<file path="src/rtl/rsm_pkg.sv">
`timescale 1ns/1ps
package rsm_pkg;
  typedef struct packed {
    logic test;
    logic cs_hi_n;
    logic cs_lo_n;
    logic rd;
  } strap_t;

  typedef struct packed {
    logic enh;
    logic hiz;
    logic qstat;
  } mode_t;
endpackage

</file>
<file path="src/rtl/rsm_sync.sv">
`timescale 1ns/1ps
module rsm_sync #(
  parameter int STAGES = 2
) (
  input  logic clk_i,
  input  logic rst_ni,
  output logic first_o,
  output logic sync_o
);
  logic [STAGES-1:0] q;

  for (genvar i = 0; i < STAGES; i++) begin : g_stage
    if (i == 0) begin : g_head
      always_ff @(posedge clk_i) q[i] <= rst_ni;
    end else begin : g_tail
      always_ff @(posedge clk_i) q[i] <= q[i-1];
    end
  end

  assign first_o = q[0];
  assign sync_o  = q[STAGES-1];
endmodule

</file>
<file path="src/rtl/rsm_strap.sv">
`timescale 1ns/1ps
module rsm_strap
  import rsm_pkg::*;
#(
  parameter int ENH_DLY   = 4,
  parameter int START_DLY = 7
) (
  input  logic   clk_i,
  input  logic   seen_i,   // raw reset seen high by first sync stage
  input  strap_t straps_i,
  output mode_t  mode_o,
  output logic   start_o
);
  localparam int CW = $clog2(START_DLY + 2);
  localparam logic [CW-1:0] CNT_SAT  = CW'(START_DLY + 1);
  localparam logic [CW-1:0] ENH_AT   = CW'(ENH_DLY - 1);
  localparam logic [CW-1:0] START_AT = CW'(START_DLY);

  strap_t        cap;
  logic          enh_q;
  logic [CW-1:0] cnt;

  // track straps until the release edge, then freeze
  always_ff @(posedge clk_i) begin
    if (!seen_i) cap <= straps_i;
  end

  always_ff @(posedge clk_i) begin
    if (!seen_i)             cnt <= '0;
    else if (cnt != CNT_SAT) cnt <= cnt + 1'b1;
  end

  // second look at the test strap ENH_DLY edges after release
  always_ff @(posedge clk_i) begin
    if (!seen_i)            enh_q <= 1'b0;
    else if (cnt == ENH_AT) enh_q <= cap.test & ~straps_i.test;
  end

  assign mode_o.enh   = enh_q;
  assign mode_o.hiz   = ~cap.cs_hi_n & ~cap.cs_lo_n;
  assign mode_o.qstat = ~cap.rd;
  assign start_o      = (cnt == START_AT);
endmodule

</file>
<file path="src/rtl/rsm_bus_seq.sv">
`timescale 1ns/1ps
module rsm_bus_seq (
  input  logic clk_i,
  input  logic sync_n_i,
  input  logic hiz_i,
  output logic rst_o,
  output logic force_o,
  output logic float_o
);
  logic rst_d;

  always_ff @(posedge clk_i) rst_d <= ~sync_n_i;

  assign rst_o   = ~sync_n_i;
  assign force_o = rst_o & ~rst_d & ~hiz_i;
  assign float_o = (rst_o & rst_d) | hiz_i;
endmodule

</file>
<file path="src/rtl/rst_strap_ctrl.sv">
`timescale 1ns/1ps
module rst_strap_ctrl
  import rsm_pkg::*;
#(
  parameter int SYNC_STAGES = 2,
  parameter int ENH_DLY     = 4,
  parameter int START_DLY   = 7
) (
  input  logic clk_i,
  input  logic rst_ni,
  input  logic test_strap_i,
  input  logic cs_hi_strap_ni,
  input  logic cs_lo_strap_ni,
  input  logic rd_strap_i,
  output logic rst_o,
  output logic enh_mode_o,
  output logic hiz_test_o,
  output logic qstat_mode_o,
  output logic ctl_force_o,
  output logic ctl_float_o,
  output logic start_o
);
  logic   seen, sync_n;
  strap_t straps;
  mode_t  mode;

  assign straps = '{test: test_strap_i, cs_hi_n: cs_hi_strap_ni,
                    cs_lo_n: cs_lo_strap_ni, rd: rd_strap_i};

  rsm_sync #(.STAGES(SYNC_STAGES)) u_sync (
    .clk_i  (clk_i),
    .rst_ni (rst_ni),
    .first_o(seen),
    .sync_o (sync_n)
  );

  rsm_strap #(.ENH_DLY(ENH_DLY), .START_DLY(START_DLY)) u_strap (
    .clk_i   (clk_i),
    .seen_i  (seen),
    .straps_i(straps),
    .mode_o  (mode),
    .start_o (start_o)
  );

  rsm_bus_seq u_seq (
    .clk_i   (clk_i),
    .sync_n_i(sync_n),
    .hiz_i   (mode.hiz),
    .rst_o   (rst_o),
    .force_o (ctl_force_o),
    .float_o (ctl_float_o)
  );

  assign enh_mode_o   = mode.enh;
  assign hiz_test_o   = mode.hiz;
  assign qstat_mode_o = mode.qstat;
endmodule

</file>
<file path="config.mk">
export PLATFORM = sky130hd
export DESIGN_NAME = rst_strap_ctrl
export DESIGN_NICKNAME = d
export VERILOG_FILES = /design/src/rtl/rsm_pkg.sv /design/src/rtl/rsm_sync.sv /design/src/rtl/rsm_strap.sv /design/src/rtl/rsm_bus_seq.sv /design/src/rtl/rst_strap_ctrl.sv
export SDC_FILE = /design/constraint.sdc
export NUM_CORES = 1
export LEC_CHECK = 0
export CAP_MARGIN = 20
export CORE_MARGIN = 2
export CORE_UTILIZATION = 23
export DETAILED_ROUTE_END_ITERATION = 8
export GPL_ROUTABILITY_DRIVEN = 0
export PLACE_DENSITY = 0.43
export SLEW_MARGIN = 30
export SYNTH_ARGS = -nofsm -noshare
export SYNTH_HDL_FRONTEND = slang
export SYNTH_HIERARCHICAL = 1
export SYNTH_SLANG_ARGS = --single-unit
</file>
<file path="constraint.sdc">
create_clock -name clk_i -period 1.6 [get_ports clk_i]
set_clock_uncertainty 0.1 [all_clocks]
set_input_delay 0.24 -clock clk_i [delete_from_list [all_inputs] [get_ports clk_i]]
set_output_delay 0.24 -clock clk_i [all_outputs]
set_load 0.01 [all_outputs]
</file>
==> metrics.txt <==
# TYPE chip_impl_metric gauge
chip_impl_metric{name="finalCoreUtilization",unit="%"} 33.1
chip_impl_metric{name="portBuffers",unit=""} 12
chip_impl_metric{name="grt.total_usage",unit="%"} 6.98
chip_impl_metric{name="antenna_found_initial",unit=""} 0
chip_impl_metric{name="worst-endpoint-required",unit="ns"} 1.26
chip_impl_metric{name="worst_skew_pair.late_latency",unit="ns"} 0.26
chip_impl_metric{name="route.layer.met1.wl",unit="µm"} 333
chip_impl_metric{name="post-route-drc-count",unit=""} 0
chip_impl_metric{name="initial_utilization",unit="%"} 23.7
chip_impl_metric{name="postLayoutSetupSlackWorst",unit="ns"} 0.0597
chip_impl_metric{name="top_achievable_clock_speed",unit="MHz"} 649
chip_impl_metric{name="setup_violations",unit=""} 0
chip_impl_metric{name="wire_length_of_the_first_global_routing_pass",unit="mm"} 1.17
chip_impl_metric{name="top_level_ports",unit=""} 13
chip_impl_metric{name="ctsHtreeMaxLevel",unit=""} 1
chip_impl_metric{name="detailroute.wirelength.met3",unit="µm"} 48
chip_impl_metric{name="synth.ff_latch_count",unit=""} 12
chip_impl_metric{name="worstPathArrival",unit="ns"} 1.20
chip_impl_metric{name="postSynthCellCount",unit=""} 40
chip_impl_metric{name="netlist-cell-type-count",unit=""} 21
chip_impl_info{name="crit_path_end_kind",value="output port"} 1
chip_impl_metric{name="final_hold_viol_count",unit=""} 0
chip_impl_metric{name="grt_overflow",unit=""} 0
chip_impl_metric{name="route.final.wire_length",unit="µm"} 754
chip_impl_metric{name="worst-path-max-fanout",unit=""} 1
chip_impl_metric{name="worst_setup_hold_path_clk_slew",unit="ns"} 0.08
chip_impl_metric{name="numClockSinks",unit=""} 12
chip_impl_metric{name="synthesis.area",unit="µm²"} 455
chip_impl_metric{name="row_count",unit=""} 16
chip_impl_info{name="worstReg2RegStart",value="u_strap/cnt[0]"} 1
chip_impl_metric{name="maximum_number_of_pins_on_one_net_before_global_route_repair",unit=""} 9
chip_impl_metric{name="via_count",unit=""} 330
chip_impl_metric{name="peak_vdd_ir",unit="mV"} 0.309
chip_impl_metric{name="synth_seq_area_share",unit="%"} 61.5
chip_impl_metric{name="tightestPinTransition",unit="ns"} 0.276
chip_impl_info{name="hold_start",value="rst_ni"} 1
chip_impl_metric{name="num-nets-final",unit=""} 66
chip_impl_metric{name="finalCritPeriodShare",unit="%"} 96.3
chip_impl_metric{name="post-cts-setup-buffers",unit=""} 0
chip_impl_metric{name="powerDensity",unit="mW/mm²"} 932
chip_impl_info{name="rsz_0062_raised_after_global_routing",value="no"} 1
chip_impl_metric{name="fin_cells",unit=""} 84
chip_impl_metric{name="fin_tns_setup",unit="ns"} 0
chip_impl_metric{name="dr_wl_met2",unit="µm"} 359
chip_impl_info{name="worst_setup_path_start_kind",value="flip-flop"} 1
chip_impl_metric{name="core-area",unit="mm²"} 0.00192
chip_impl_metric{name="maxCapViolations",unit=""} 0
chip_impl_metric{name="first_global_vias",unit=""} 289
chip_impl_metric{name="wl_per_cell",unit="µm"} 8.98
chip_impl_metric{name="insertedDiodeCount",unit=""} 0
chip_impl_metric{name="cts-buffers-inserted",unit=""} 3
chip_impl_metric{name="die_y",unit="µm"} 48.5
chip_impl_metric{name="dp.cells",unit=""} 80
chip_impl_metric{name="post_drt_via_cell_ratio",unit=""} 3.93
chip_impl_metric{name="post-place-ws",unit="ns"} 0.0681
chip_impl_info{name="cts_tree",value="done"} 1
chip_impl_metric{name="synth.yosys.warnings",unit=""} 6
chip_impl_info{name="route.top_layer_used",value="met4"} 1
chip_impl_metric{name="detailedPlacementHpwl",unit="µm"} 571
chip_impl_metric{name="die_width",unit="µm"} 48.5
chip_impl_metric{name="leakagePower",unit="nW"} 0.263
chip_impl_metric{name="dieArea",unit="mm²"} 0.00235
chip_impl_metric{name="max_slew_margin",unit="%"} 81.6
chip_impl_metric{name="drt_pre_antenna_iters",unit=""} 4
chip_impl_info{name="mostFrequentLayoutCells",value="clkdlybuf4s50_1, dfxtp_1, inv_1, edfxtp_1"} 1
chip_impl_metric{name="final.min_clock_period",unit="ns"} 1.54
chip_impl_metric{name="antenna_left",unit=""} 0
chip_impl_info{name="cts-root-buf",value="clkbuf_4"} 1
chip_impl_info{name="worst-setup-path-type",value="reg -> out"} 1
chip_impl_info{name="startpoint",value="u_strap/cap[0]"} 1
chip_impl_metric{name="final_cell_area_excluding_filler_cells",unit="µm²"} 637
chip_impl_metric{name="syn_nets",unit=""} 48
chip_impl_metric{name="post_synth.cell_area_avg",unit="µm²"} 11.4
chip_impl_metric{name="cts_buffer_depth",unit=""} 2
chip_impl_info{name="min-delay-path-class",value="in -> reg"} 1
chip_impl_metric{name="final_max_slew_viol_count",unit=""} 0
chip_impl_metric{name="drt_iter0_markers",unit=""} 3
chip_impl_info{name="status",value="completed"} 1
chip_impl_metric{name="post_dp_cell_area",unit="µm²"} 617
chip_impl_metric{name="drive_gt1_share",unit="%"} 15.8
chip_impl_metric{name="syn2layout_area_growth",unit="%"} 39.8
-- metrics by stage --
stage	total power [mW]	hold WS, ns
after floorplan	0.380	0.168
after global placement	0.418	0.290
after detailed placement	0.420	0.298
after CTS	0.607	0.297
after global routing	0.632	0.305
final	0.593	0.312
-- report_power, final --
group          internal (mW)  switching (mW)
clock                 0.0900          0.0944
combinational         0.0382          0.0277
sequential             0.332          0.0107
-- layout make-up --
| type | count | area, µm² |
|---|---|---|
| clock buffers | 3 | 22.5 |
| clock inverters | 1 | 3.75 |
| fillers | 213 | 1280 |
| inverters | 5 | 18.8 |
| multi-input cells | 22 | 151 |
| flip-flops and latches | 12 | 280 |
| well taps | 27 | 33.8 |
| repair buffers | 14 | 126 |
-- routing by layer --
| layer | vias to the layer above | global-route usage (%) |
|---|---|---|
| met1 | 152 | 7.24 |
| met2 | 9 | 11.1 |
| li1 | 167 | - |
| met3 | 2 | 2.78 |
| met4 | 0 | 5.71 |
| met5 | - | 0 |
-- sequential cells by signal, indices dropped and copies added (netlist names) --
| name | count |
|---|---|
| u_strap/cnt | 4 |
| u_seq/rst_d | 1 |
| u_strap/enh_q | 1 |
| u_strap/cap | 4 |
| u_sync/sync_o | 1 |
| u_sync/first_o | 1 |
-- path summary, 6_finish.rpt --
| kind | to | slack, ns | cells past startpoint |
|---|---|---|---|
| setup / recovery | qstat_mode_o | 0.06 | 2 |
| hold / removal | u_sync/first_o | 0.31 | 1 |
| setup reg to reg | u_strap/cnt[0] | 0.34 | 6 |
| hold reg to reg | u_seq/rst_d | 0.31 | 1 |
-- critical path, stage by stage, from the launching register on --
cell and delay [ns]:
edfxtp_1 0.36, inv_1 0.06, clkdlybuf4s50_1 0.52
-- what timing repair did --
action | in CTS | in global routing
endpoints found under the setup margin | 4 | 1
hold buffers | 0 | 0
resized for setup | 6 | 1
pin swaps | 1 | 0
-- cells in the mapped netlist (all sizes together) --
| cell type | n | share of area (%) |
|---|---|---|
| edfxtp | 4 | 26 |
| xor2 | 1 | 1.9 |
| a21o | 1 | 1.6 |
| and3b | 1 | 2.2 |
| nand2 | 2 | 1.6 |
| nor3 | 1 | 1.1 |
| a21oi | 1 | 1.1 |
| nand2b | 1 | 1.4 |
| dfxtp | 8 | 35 |
| o21ai | 1 | 1.1 |
| nand3b | 2 | 3.3 |
| buf | 1 | 1.6 |
| nand3 | 2 | 2.2 |
| nor2 | 3 | 2.5 |
| xnor2 | 1 | 1.9 |
| nor3b | 1 | 1.6 |
| nand4b | 1 | 1.9 |
| inv | 5 | 4.1 |
| o31ai | 1 | 1.6 |
| ha | 2 | 5.5 |
-- logic make-up after synthesis --
family / count (synthesis) / synth area share [%]
fa+ha+maj: 2 / 5.49
xor+xnor: 2 / 3.85
buf+inv: 6 / 5.77
flops: 12 / 61.5
simple gates: 14 / 17.9
compound gates: 4 / 5.49
(Power assumes the default switching activity.)
